<file path="config.mk">
export PLATFORM = sky130hd
export DESIGN_NAME = matrix_index_remapper
export DESIGN_NICKNAME = d
export VERILOG_FILES = /design/src/rtl/remap_pkg.sv /design/src/rtl/remap_axis_ctr.sv /design/src/rtl/remap_geom.sv /design/src/rtl/remap_index.sv /design/src/rtl/matrix_index_remapper.sv
export SDC_FILE = /design/constraint.sdc
export NUM_CORES = 1
export LEC_CHECK = 0
export BUFFER_PORTS_ARGS = -buffer_cell sky130_fd_sc_hd__buf_2
export CORE_ASPECT_RATIO = 0.5
export CORE_MARGIN = 1.5
export CORE_UTILIZATION = 60
export CTS_CLUSTER_DIAMETER = 100
export CTS_CLUSTER_SIZE = 40
export DETAILED_ROUTE_END_ITERATION = 10
export HOLD_SLACK_MARGIN = 0.15
export PLACE_DENSITY = 0.78
export SETUP_SLACK_MARGIN = 0.3
export SLEW_MARGIN = 20
export SYNTH_ARGS = -nofsm -noshare
export SYNTH_HDL_FRONTEND = slang
export SYNTH_SLANG_ARGS = --single-unit
</file>
<file path="constraint.sdc">
create_clock -name clk -period 13.01 [get_ports clk]
set_input_delay 1.9515 -clock clk [delete_from_list [all_inputs] [get_ports clk]]
set_output_delay 1.9515 -clock clk [all_outputs]
set_load 0.005 [all_outputs]
</file>
<file path="src/rtl/remap_pkg.sv">
package remap_pkg;
  localparam int DIM_W  = 6;
  localparam int OFF_W  = 4;
  localparam int NAX    = 3;
  localparam int PROD_W = NAX * DIM_W + 1;
  localparam int IDX_W  = PROD_W + 1;

  typedef struct packed {
    logic [1:0]       rsvd;
    logic [1:0]       drop;
    logic [OFF_W-1:0] add;
    logic [2:0]       down;
    logic [2:0]       order;
    logic [DIM_W-1:0] zs;
    logic [DIM_W-1:0] ys;
    logic [DIM_W-1:0] xs;
  } shape_t;

  typedef enum logic [1:0] {
    DROP_NONE = 2'd0,
    DROP_X    = 2'd1,
    DROP_Y    = 2'd2,
    DROP_Z    = 2'd3
  } drop_e;

  // axis id placed at nesting level lvl (0 = innermost)
  function automatic logic [1:0] axis_at(input logic [2:0] order, input int lvl);
    logic [5:0] seq;
    case (order)
      3'd0:    seq = {2'd2, 2'd1, 2'd0};
      3'd1:    seq = {2'd1, 2'd2, 2'd0};
      3'd2:    seq = {2'd2, 2'd0, 2'd1};
      3'd3:    seq = {2'd0, 2'd2, 2'd1};
      3'd4:    seq = {2'd1, 2'd0, 2'd2};
      default: seq = {2'd0, 2'd1, 2'd2};
    endcase
    return seq[lvl*2 +: 2];
  endfunction
endpackage

</file>
<file path="src/rtl/remap_axis_ctr.sv">
module remap_axis_ctr #(
  parameter int W = 6
) (
  input  logic         clk,
  input  logic         rst,
  input  logic         load,
  input  logic         tick,
  input  logic [W-1:0] size,
  input  logic         inv,
  output logic [W-1:0] cnt,
  output logic         at_end
);
  logic [W-1:0] first;

  assign first  = inv ? size : '0;
  assign at_end = inv ? (cnt == '0) : (cnt == size);

  always_ff @(posedge clk) begin
    if (rst)            cnt <= '0;
    else if (load)      cnt <= first;
    else if (tick) begin
      if (at_end)       cnt <= first;
      else if (inv)     cnt <= cnt - 1'b1;
      else              cnt <= cnt + 1'b1;
    end
  end


  count_range_chk: assert property (@(posedge clk) disable iff (rst || load)
    cnt <= size);


  count_down_chk: assert property (@(posedge clk) disable iff (rst)
    (inv && tick && !load && !at_end) |=> (cnt == $past(cnt) - 1'b1));
endmodule

</file>
<file path="src/rtl/remap_geom.sv">
module remap_geom
  import remap_pkg::*;
(
  input  logic [DIM_W-1:0]  xs,
  input  logic [DIM_W-1:0]  ys,
  input  logic [DIM_W-1:0]  zs,
  input  logic [1:0]        drop,
  output logic [PROD_W-1:0] w_x,
  output logic [PROD_W-1:0] w_y,
  output logic [PROD_W-1:0] w_z,
  output logic [PROD_W-1:0] total
);
  logic [PROD_W-1:0] lx, ly, lz, lxy;

  always_comb begin
    lx    = PROD_W'(xs) + 1'b1;
    ly    = PROD_W'(ys) + 1'b1;
    lz    = PROD_W'(zs) + 1'b1;
    lxy   = lx * ly;
    total = lxy * lz;
    case (drop_e'(drop))
      DROP_X: begin w_x = '0;  w_y = 1; w_z = ly;  end
      DROP_Y: begin w_x = 1;   w_y = '0; w_z = lx; end
      DROP_Z: begin w_x = 1;   w_y = lx; w_z = '0; end
      default: begin w_x = 1;  w_y = lx; w_z = lxy; end
    endcase
  end
endmodule

</file>
<file path="src/rtl/remap_index.sv">
module remap_index
  import remap_pkg::*;
#(
  parameter int LEN_W = 7
) (
  input  logic [NAX-1:0][DIM_W-1:0] pos,
  input  logic [PROD_W-1:0]         w_x,
  input  logic [PROD_W-1:0]         w_y,
  input  logic [PROD_W-1:0]         w_z,
  input  logic [OFF_W-1:0]          add,
  input  logic                      linear,
  input  logic [LEN_W-1:0]          step_no,
  output logic [IDX_W-1:0]          idx
);
  logic [IDX_W-1:0] px, py, pz;

  always_comb begin
    px = IDX_W'(pos[0]) * IDX_W'(w_x);
    py = IDX_W'(pos[1]) * IDX_W'(w_y);
    pz = IDX_W'(pos[2]) * IDX_W'(w_z);
    if (linear) idx = IDX_W'(step_no);
    else        idx = px + py + pz + IDX_W'(add);
  end
endmodule

</file>
<file path="src/rtl/matrix_index_remapper.sv">
module matrix_index_remapper
  import remap_pkg::*;
#(
  parameter int LEN_W = 7
) (
  input  logic              clk,
  input  logic              rst,
  input  logic              start_i,
  input  logic [31:0]       shape_i,
  input  logic [LEN_W-1:0]  len_i,
  input  logic              step_i,
  output logic [IDX_W-1:0]  idx_o,
  output logic              valid_o,
  output logic              done_o,
  output logic [PROD_W-1:0] total_o,
  output logic              unsup_o
);
  shape_t sh_new;
  assign sh_new = shape_t'(shape_i);

  logic [NAX-1:0][DIM_W-1:0] dim_q, dim_use, pos;
  logic [2:0]        order_q, down_q, down_use;
  logic [OFF_W-1:0]  add_q;
  logic [LEN_W-1:0]  last_q, step_q, len_m1;
  logic              linear_q;
  logic [PROD_W-1:0] wx_q, wy_q, wz_q, wx_n, wy_n, wz_n, tot_n;
  logic [NAX-1:0]    wrap, tick;
  logic              go, last, restart;
  logic [1:0]        ax0, ax1, ax2;
  logic              c0, c1, c2, w0, w1;
  logic [IDX_W-1:0]  idx_n;

  assign len_m1  = (len_i == '0) ? '0 : len_i - LEN_W'(1);
  assign go      = step_i && !start_i && !unsup_o;
  assign last    = go && (step_q == last_q);
  assign restart = start_i || last;

  assign dim_use  = start_i ? {sh_new.zs, sh_new.ys, sh_new.xs} : dim_q;
  assign down_use = start_i ? sh_new.down : down_q;

  // carry chain in nesting order
  always_comb begin
    ax0 = axis_at(order_q, 0);
    ax1 = axis_at(order_q, 1);
    ax2 = axis_at(order_q, 2);
    w0 = 1'b0;
    w1 = 1'b0;
    for (int a = 0; a < NAX; a++) begin
      if (ax0 == 2'(a)) w0 = wrap[a];
      if (ax1 == 2'(a)) w1 = wrap[a];
    end
    c0 = go;
    c1 = c0 && w0;
    c2 = c1 && w1;
    for (int a = 0; a < NAX; a++) begin
      if (ax0 == 2'(a))      tick[a] = c0;
      else if (ax1 == 2'(a)) tick[a] = c1;
      else if (ax2 == 2'(a)) tick[a] = c2;
      else                   tick[a] = 1'b0;
    end
  end

  for (genvar a = 0; a < NAX; a++) begin : g_axis
    remap_axis_ctr #(.W(DIM_W)) u_ctr (
      .clk    (clk),
      .rst    (rst),
      .load   (restart),
      .tick   (tick[a]),
      .size   (dim_use[a]),
      .inv    (down_use[a]),
      .cnt    (pos[a]),
      .at_end (wrap[a])
    );
  end

  remap_geom u_geom (
    .xs    (sh_new.xs),
    .ys    (sh_new.ys),
    .zs    (sh_new.zs),
    .drop  (sh_new.drop),
    .w_x   (wx_n),
    .w_y   (wy_n),
    .w_z   (wz_n),
    .total (tot_n)
  );

  remap_index #(.LEN_W(LEN_W)) u_idx (
    .pos     (pos),
    .w_x     (wx_q),
    .w_y     (wy_q),
    .w_z     (wz_q),
    .add     (add_q),
    .linear  (linear_q),
    .step_no (step_q),
    .idx     (idx_n)
  );

  always_ff @(posedge clk) begin
    if (rst) begin
      dim_q    <= '0;
      order_q  <= '0;
      down_q   <= '0;
      add_q    <= '0;
      last_q   <= '0;
      step_q   <= '0;
      linear_q <= 1'b1;
      wx_q     <= PROD_W'(1);
      wy_q     <= PROD_W'(1);
      wz_q     <= PROD_W'(1);
      total_o  <= PROD_W'(1);
      unsup_o  <= 1'b0;
      idx_o    <= '0;
      valid_o  <= 1'b0;
      done_o   <= 1'b0;
    end else begin
      valid_o <= go;
      done_o  <= last;
      if (go) idx_o <= idx_n;
      if (restart)  step_q <= '0;
      else if (go)  step_q <= step_q + 1'b1;
      if (start_i) begin
        dim_q    <= {sh_new.zs, sh_new.ys, sh_new.xs};
        order_q  <= sh_new.order;
        down_q   <= sh_new.down;
        add_q    <= sh_new.add;
        last_q   <= len_m1;
        linear_q <= (shape_i == 32'd0);
        unsup_o  <= (sh_new.order[2:1] == 2'b11) || (sh_new.rsvd != 2'b00);
        wx_q     <= wx_n;
        wy_q     <= wy_n;
        wz_q     <= wz_n;
        total_o  <= tot_n;
      end
    end
  end


  done_valid_chk: assert property (@(posedge clk) disable iff (rst)
    done_o |-> valid_o);


  run_bound_chk: assert property (@(posedge clk) disable iff (rst || start_i)
    step_q <= last_q);


  unsup_silent_chk: assert property (@(posedge clk) disable iff (rst)
    (unsup_o && !start_i) |=> !valid_o);


  start_wins_chk: assert property (@(posedge clk) disable iff (rst)
    start_i |=> !valid_o);


  valid_cause_chk: assert property (@(posedge clk) disable iff (rst)
    valid_o |-> $past(step_i));
endmodule

</file>
# After elaboration in Yosys (flattened, before gate mapping)
# Index checks and enable logic that the tools add are counted.
[op_classes]
addsub = 14
n_mul = 5
eq_ne = 18
muxes = 41
n_reduce_logical = 23
[ops]
columns = ["cell", "n"]
rows = [
  ["$mux W6", 15],
  ["$mul A6 B19 Y20", 3],
  ["$pmux W19 S3", 1],
  ["$add A20 B20 Y20", 2],
  ["$mul A19 B19 Y19", 2],
  ["$pmux W19 S2", 1],
  ["$logic_not A32 Y1", 1],
  ["$pmux W6 S5", 1],
  ["$add A6 B1 Y7 const B", 3],
  ["$add A20 B4 Y20", 1],
  ["$mux W20", 1],
  ["$mux W1", 19],
  ["$add A6 B1 Y6 const B", 3],
  ["$eq A6 B6 Y1", 3],
  ["$logic_not A6 Y1", 3],
  ["$mux W18", 1],
  ["$sub A6 B1 Y6 const B", 3],
  ["$eq A2 B2 Y1 const B", 6],
  ["$eq A2 B1 Y1 const B", 4],
  ["$reduce_bool A2 Y1", 4],
  ["$add A7 B1 Y7 const B", 1],
  ["$eq A7 B7 Y1", 1],
  ["$logic_not A7 Y1", 1],
  ["$mux W7", 1],
  ["other kinds (11)", 20],
]
[word_totals]
regBits = 160
in_bits = 43
elab_cells = 121

# Longest topological paths before layout
# Gate-level depths: netlist of the first run.
[depth]
word_depth = 13
depth_mapped = 38

# Modules after synthesis
# Synthesis of the first run repeated with hierarchy kept, for this count alone.
[hier_totals]
cells_unflattened = 2508
area_unflattened_um2 = 21949.8
[by_module_without_submodules]
columns = ["module", "instances", "cells_per_inst", "area_each_um2", "seq_area_each_um2"]
rows = [
  ["remap_index", 1, 1087, 9355.2, 0.0],
  ["matrix_index_remapper", 1, 539, 5403.9, 2842.7],
  ["remap_geom", 1, 663, 5377.7, 0.0],
  ["remap_axis_ctr", 3, 73, 604.3, 120.1],
]

# Worst setup path before layout of the first run
# OpenSTA, ideal clock, no wires.
[synth_timing]
kind = "input port to flip-flop"
start = "input port shape_i[4]"
end = "register total_o[18]"
t_arrival_ns = 10.161
setup_slack_ns = 2.717
path_stages = 34
path_buffers = 1
cell_sequence = "clkbuf_1 > and3_1 > nand3_1 > xnor2_1 > nand2_1 > fa_1 > fa_1 > inv_1 > fa_1 > inv_1 > fa_1 > inv_1 > ha_1 > o21ai_0 > nand2b_1 > o41ai_1 > o21ai_0 > nor2_1 > xor2_1 > nor2_1 > fa_1 > fa_1 > fa_1 > inv_1 > fa_1 > inv_1 > ha_1 > or3_1 > o211ai_1 > o21ai_0 > and3_1 > or3_1 > mux2i_1 > nor3_1"
[synth_between]
elab_chain_len = 3
[synth_rtl]
columns = ["item", "line_no", "source"]
rows = [
  ["from (decl)", "matrix_index_remapper.sv:9", "input logic [31:0] shape_i,"],
  ["$add A6 B1 Y7", "remap_geom.sv:16", "lx = PROD_W'(xs) + 1'b1;"],
  ["$mul A19 B19 Y19", "remap_geom.sv:19", "lxy = lx * ly;"],
  ["$mul A19 B19 Y19", "remap_geom.sv:20", "total = lxy * lz;"],
  ["to (signal assigned)", "matrix_index_remapper.sv:132", "total_o <= tot_n;"],
  ["to (decl)", "matrix_index_remapper.sv:15", "output logic [PROD_W-1:0] total_o,"],
]
# No other way between the ends.
# A chain may end at the register's enable or synchronous reset.

# Worst setup path in the final report of the first run
[layout_timing]
start = "input port shape_i[0]"
end = "register total_o[18]"
# The elaborated chain is that of the path after synthesis.

==> impl_metrics.tcl, run 1 <==
set metrics [dict create \
    status "complete, no violations" \
    ys.flop_type "dfxtp_1" \
    initial_utilization_pct 60.9 \
    antenna_found_initial 0 \
    p_switching_uw 1890 \
    drc 0 \
    crit_fanout 18 \
    hpwl_um 30000 \
    maxSlewViolCount 0 \
    grt_max_degree 95 \
    leakage_uw 0.00889 \
    cp-start-kind "input port" \
    pin_count 85 \
    htree_levels 4 \
    area_delta_synth_final_pct 7.64 \
    timing.fmax_mhz 91.6 \
    dp.cells 2267 \
    slowest_stage "fa_1" \
    powerDensity_nw_per_um2 224 \
    avgSynthCellArea_um2 8.48 \
    p_clk_share_pct 12.0 \
    ys_types 67 \
    final.fill_count 2187 \
    cp-end-kind "flop" \
    routabilityCongestion 0.900 \
    cap_violations 0 \
    slowest_delay_ps 560 \
    core_area_um2 26300 \
    wl_per_cell_um 16.4 \
    path_class "input port to flop" \
    ant_nets 0 \
    syn_area_um2 16000 \
    cts_hold_buf 0 \
    first_pass_iters 5 \
    clock_skew_ps 13.4 \
    die_x_um 234 \
    final_cells 2299 \
    drt_iter0_markers 799 \
    syn_inst 1889 \
    grt_overflow 0 \
    utilization_pct 65.5 \
    design.die.area_um2 27800 \
    critical_path.most_common_cell "fa_1" \
    cp.arrival_ps 11220 \
    drive_above_1_share_pct 7.34 \
    post_cts_buffers 0 \
    rsz0062_at_grt "no" \
    timing.slew.headroom_pct 34.2 \
    fin_nets 2351 \
    setup_viol 0 \
    tns_ps 0 \
    port-buffer-count 84 \
    drt-vias-per-instance 5.52 \
    min_period_ps 10920 \
    tightestPinTransition_ps 988 \
    die_h_um 119 \
    syn-num-nets 2306 \
    fin_crit_sh_pct 83.9 \
    min_path_type "flop to flop" \
    cts_tree "yes" \
    numCtsBuffers 17 \
    ys_seq_area_share_pct 15.9 \
    synth-edff-count 0 \
    p_comb_share_pct 75.6 \
    yosys_warnings 0 \
    grt_usage_pct 29.2 \
    async_flop_share_pct 0 \
    postCtsResizedCells 0 \
    worstSkewPairLatency_ps 460 \
    routed_wl_um 37800 \
    grt_first_pass_wirelength_um 63600 \
    p_sw_share_pct 49.1 \
    ctsLongestPathBuffers 2 \
    holdWs_ps 449 \
    rows 42 \
    peakVddDrop_mv 0.965 \
    grt_pass1_vias 12745 \
    path_clk_slew_ps 70 \
    power_frac_seq_pct 12.4 \
    diodes 0 \
    via_count 12701 \
    cts.sinks 127 \
    cp_data_required_time_ps 13310 \
    hold_viol_final 0 \
    internal_power_uw 1970 \
    root_buffer "clkbuf_16" \
    ys_ff_latch 127 \
]
Yosys cell counts, drive strengths merged (10+ instances only):
| cell | number | area (um2) |
|---|---|---|
| dfxtp | 127 | 2540 |
| ha | 179 | 2240 |
| nand2 | 192 | 721 |
| buf | 13 | 68.8 |
| nor4 | 12 | 81.3 |
| clkbuf | 57 | 214 |
| xnor2 | 79 | 692 |
| nand2b | 23 | 144 |
| and2 | 62 | 388 |
| nor3 | 25 | 125 |
| fa | 195 | 3900 |
| a22oi | 12 | 90.1 |
| inv | 289 | 1080 |
| o21ai | 43 | 215 |
| mux2i | 51 | 531 |
| and3 | 13 | 81.3 |
| xor2 | 43 | 377 |
| a21o | 23 | 173 |
| a21oi | 70 | 350 |
| a211oi | 20 | 150 |
| nor2 | 227 | 852 |
| nor2b | 10 | 62.6 |
| nand3 | 22 | 110 |
kinds of logic (layout without fill, tap and decap cells):
kind of cell,Yosys count,count (layout),share of synthesized area [%]
and+or+nand+nor,616,616,17.3
adders and majority gates,374,374,38.3
buffers and inverters,359,417,8.53
AOI/OAI and AO/OA,238,238,9.77
DFF,127,127,15.9
xor gates and xnor gates,123,123,6.81
muxes,52,52,3.38
path summary, 6_finish.rpt:
kind	start	end	slack (ps)	cells past startpoint
max	shape_i[0]	total_o[18]	2090	35
min	idx_o[12]	idx_o[12]	450	2
max reg2reg	g_axis[2].u_ctr.cnt[2]	idx_o[12]	6400	20
min reg2reg	idx_o[12]	idx_o[12]	450	2
cells in the final DEF, fill, tap and decap left out, types with 5 or more instances in the layout:
master     instances
a211oi_1          20
a21o_1            23
a21oi_1           70
a22o_1             5
a22oi_1           12
and2_1            62
and3_1            13
buf_2             82
buf_4             14
clkbuf_16         17
dfxtp_1          127
fa_1             195
ha_1             179
inv_1            289
inv_6              6
mux2i_1           48
nand2_1          192
nand2b_1          23
nand3_1           22
nor2_1           227
nor2b_1           10
nor3_1            25
nor4_1            11
o211ai_1           7
o21a_1             7
o21ai_0           40
o21bai_1           6
or2_2              6
or3_1              8
xnor2_1           79
xor2_1            43
registers in the layout (all words and copies together) (netlist names):
register          flops
idx_o                20
total_o              19
dim_q                18
g_axis.u_ctr.cnt     18
wz_q                 16
last_q                7
step_q                7
wy_q                  7
add_q                 4
down_q                3
order_q               3
done_o                1
linear_q              1
unsup_o               1
valid_o               1
wx_q                  1
per-stage QoR:
stage / cell area, um2 / worst slack (ps) / power, uW
final: 17300 / 2090 / 3860
after global routing: 17300 / 1520 / 4350
after CTS: 17300 / 2130 / 3870
after detailed placement: 16700 / 1700 / 3360
after global placement: 16700 / 1880 / 3320
after floorplan: 16000 / 2720 / 2810
power by group through the flow:
stage               clock, uW  combinational (uW)  sequential, uW
global route              485                3380             486
floorplan                   0                2350             463
CTS                       464                2930             479
finish                    462                2920             480
global placement            0                2840             486
detailed placement          0                2870             487
layout make-up:
cell class                 count  area (um2)  area share (%)
tap                          352         440            2.55
clock inverter                15         125           0.725
multi-input combinational   1403       12100            70.2
timing repair buffer          96         515            2.99
clock buffer                  17         425            2.47
inverter                     289        1080            6.29
sequential                   127        2540            14.7
critical path, delay by kind of cell:
| family | cells | cell delay [ps] |
|---|---|---|
| compound gates | 5 | 1040 |
| simple gates | 8 | 1540 |
| buf+inv | 8 | 670 |
| mux | 1 | 130 |
| xor+xnor | 2 | 960 |
| fa+ha+maj | 11 | 4910 |
per-layer routing:
layer | wire (um) | share of wire [%] | track usage, % | vias up
li1 | - | - | - | 6157
met3 | 2460 | 6.5 | 6.54 | 66
met5 | 0 | 0 | 0 | -
met1 | 17500 | 46 | 41.1 | 6095
met2 | 16800 | 44 | 44.6 | 383
met4 | 973 | 2.6 | 9.21 | 0
No activity file was read; power rests on OpenSTA's default activity.
==> run 2, diff against run 1 <==
clock period = 11.2 ns   (was 13.01 ns; I/O delays follow)
==> impl_metrics.tcl, run 2 (same netlist as run 1, synthesis figures left out) <==
set metrics [dict create \
    grt_max_degree 63 \
    postCtsResizedCells 0 \
    grt_overflow 0 \
    die_h_um 119 \
    dr_wl_met3_um 2800 \
    clock_skew_ps 14.6 \
    status "complete, no violations" \
    top_register "idx_o" \
    fin_crit_sh_pct 92.5 \
    fin_nets 2361 \
    root_buffer "clkbuf_16" \
    final_common_cell "inv_1" \
    final.fill_count 2155 \
    grt_pass1_vias 12648 \
    htree_levels 4 \
    pin_count 85 \
    port-buffer-count 84 \
    critical_path.most_common_cell "fa_1" \
    tns_ps 0 \
    place_ws_ps 475 \
    hpwl_um 30100 \
    cp_top_family "adder cells" \
    diodes 0 \
    cts_tree "yes" \
    cp.arrival_ps 10670 \
    multiInputGateArea_um2 12100 \
    drive_above_1_share_pct 7.72 \
    min_path_type "flop to flop" \
    cp-end-kind "flop" \
    maxSlewViolCount 0 \
    met2WireLength_um 16900 \
    cts.sinks 127 \
    path_clk_slew_ps 60 \
    routed_wl_um 38100 \
    via_count 12881 \
    peakVddDrop_mv 0.801 \
    crit_fanout 16 \
    worstSkewPairLatency_ps 460 \
    slowest_stage "xor2_1" \
    first_pass_iters 5 \
    path_class "input port to flop" \
    cap_violations 0 \
    cp-start-kind "input port" \
    holdWs_ps 455 \
    timing.slew.headroom_pct 33.1 \
    hold_viol_final 0 \
    utilization_pct 66.0 \
    cp_num_buf_inv 6 \
    drc 0 \
    powerDensity_nw_per_um2 263 \
    drt_iter0_markers 908 \
    grt_first_pass_wirelength_um 63700 \
    numCtsBuffers 17 \
    routabilityCongestion 0.896 \
    layout_setup_ws_ps 840 \
    wl_met1_um 17400 \
    tightestPinTransition_ps 996 \
    top_layer_used "met4" \
    reg_top3 "idx_o: 20 flops, total_o: 19 flops" \
    leakage_uw 0.00895 \
    cp_data_required_time_ps 11510 \
    drt-vias-per-instance 5.58 \
    slowest_delay_ps 530 \
    initial_utilization_pct 60.9 \
    final_cell_mix "inv_1, nor2_1, fa_1, nand2_1, ha_1" \
    post_cts_buffers 0 \
    cts_hold_buf 0 \
    min_period_ps 10360 \
    timing.fmax_mhz 96.5 \
    rows 42 \
    seq_area_um2 2540 \
    antenna_found_initial 0 \
    grt_usage_pct 29.2 \
    core_area_um2 26300 \
    die_x_um 234 \
    ctsLongestPathBuffers 2 \
    largest_reg_flops 20 \
    setup_viol 0 \
    rsz0062_at_grt "no" \
    wl_per_cell_um 16.5 \
    design.die.area_um2 27800 \
    ant_nets 0 \
    area_delta_synth_final_pct 8.35 \
]
==> run 2: cell count changes in the layout (fill, tap and decap cells not counted) <==
cell and delta:
clkbuf_8 +2, inv_8 -1, clkinv_4 +1, buf_4 +10, bufinv_16 +2, inv_6 -5
clkinv_2 -1, clkbuf_1 +1
==> run 2: worst min-delay path, stage by stage, from the launching register on <==
cell and delay [ps]:
dfxtp_1 310, nand2_1 50, a21oi_1 50
==> run 2: area by class of cell <==
type / instances / area share (%)
Multi-Input combinational cell: 1403 / 69.8
Sequential cell: 127 / 14.6
Inverter: 289 / 6.25
Timing Repair Buffer: 106 / 3.40
Clock buffer: 20 / 2.63
Tap cell: 352 / 2.54
Clock inverter: 11 / 0.771
==> run 2: where the power goes <==
part	internal (uW)	total [uW]	switching, uW
combinational	1510	3440	1920
clock	340	573	233
sequential	503	556	52.6
total	2360	4570	2210
==> run 2: stage by stage <==
step	power, uW	cells	cell area (um2)
final	4570	2308	17400
after CTS	4590	2308	17400
after global placement	3900	2277	16800
after global routing	5130	2308	17400
after floorplan	3270	1889	16000
after detailed placement	3940	2277	16800
==> run 2: per-layer routing <==
metal	vias to the layer above	global-route usage [%]
met5	-	0
met2	425	44.0
met4	0	10.8
li1	6189	-
met1	6201	41.8
met3	66	5.28
==> run 2: final timing paths <==
check	startpoint	end	cells past startpoint	slack [ps]
worst max-delay path	shape_i[6]	total_o[18]	32	840
worst min-delay path	idx_o[3]	idx_o[3]	2	460
worst max register to register	g_axis[2].u_ctr.cnt[1]	idx_o[12]	20	4600
worst min register to register	idx_o[3]	idx_o[3]	2	460
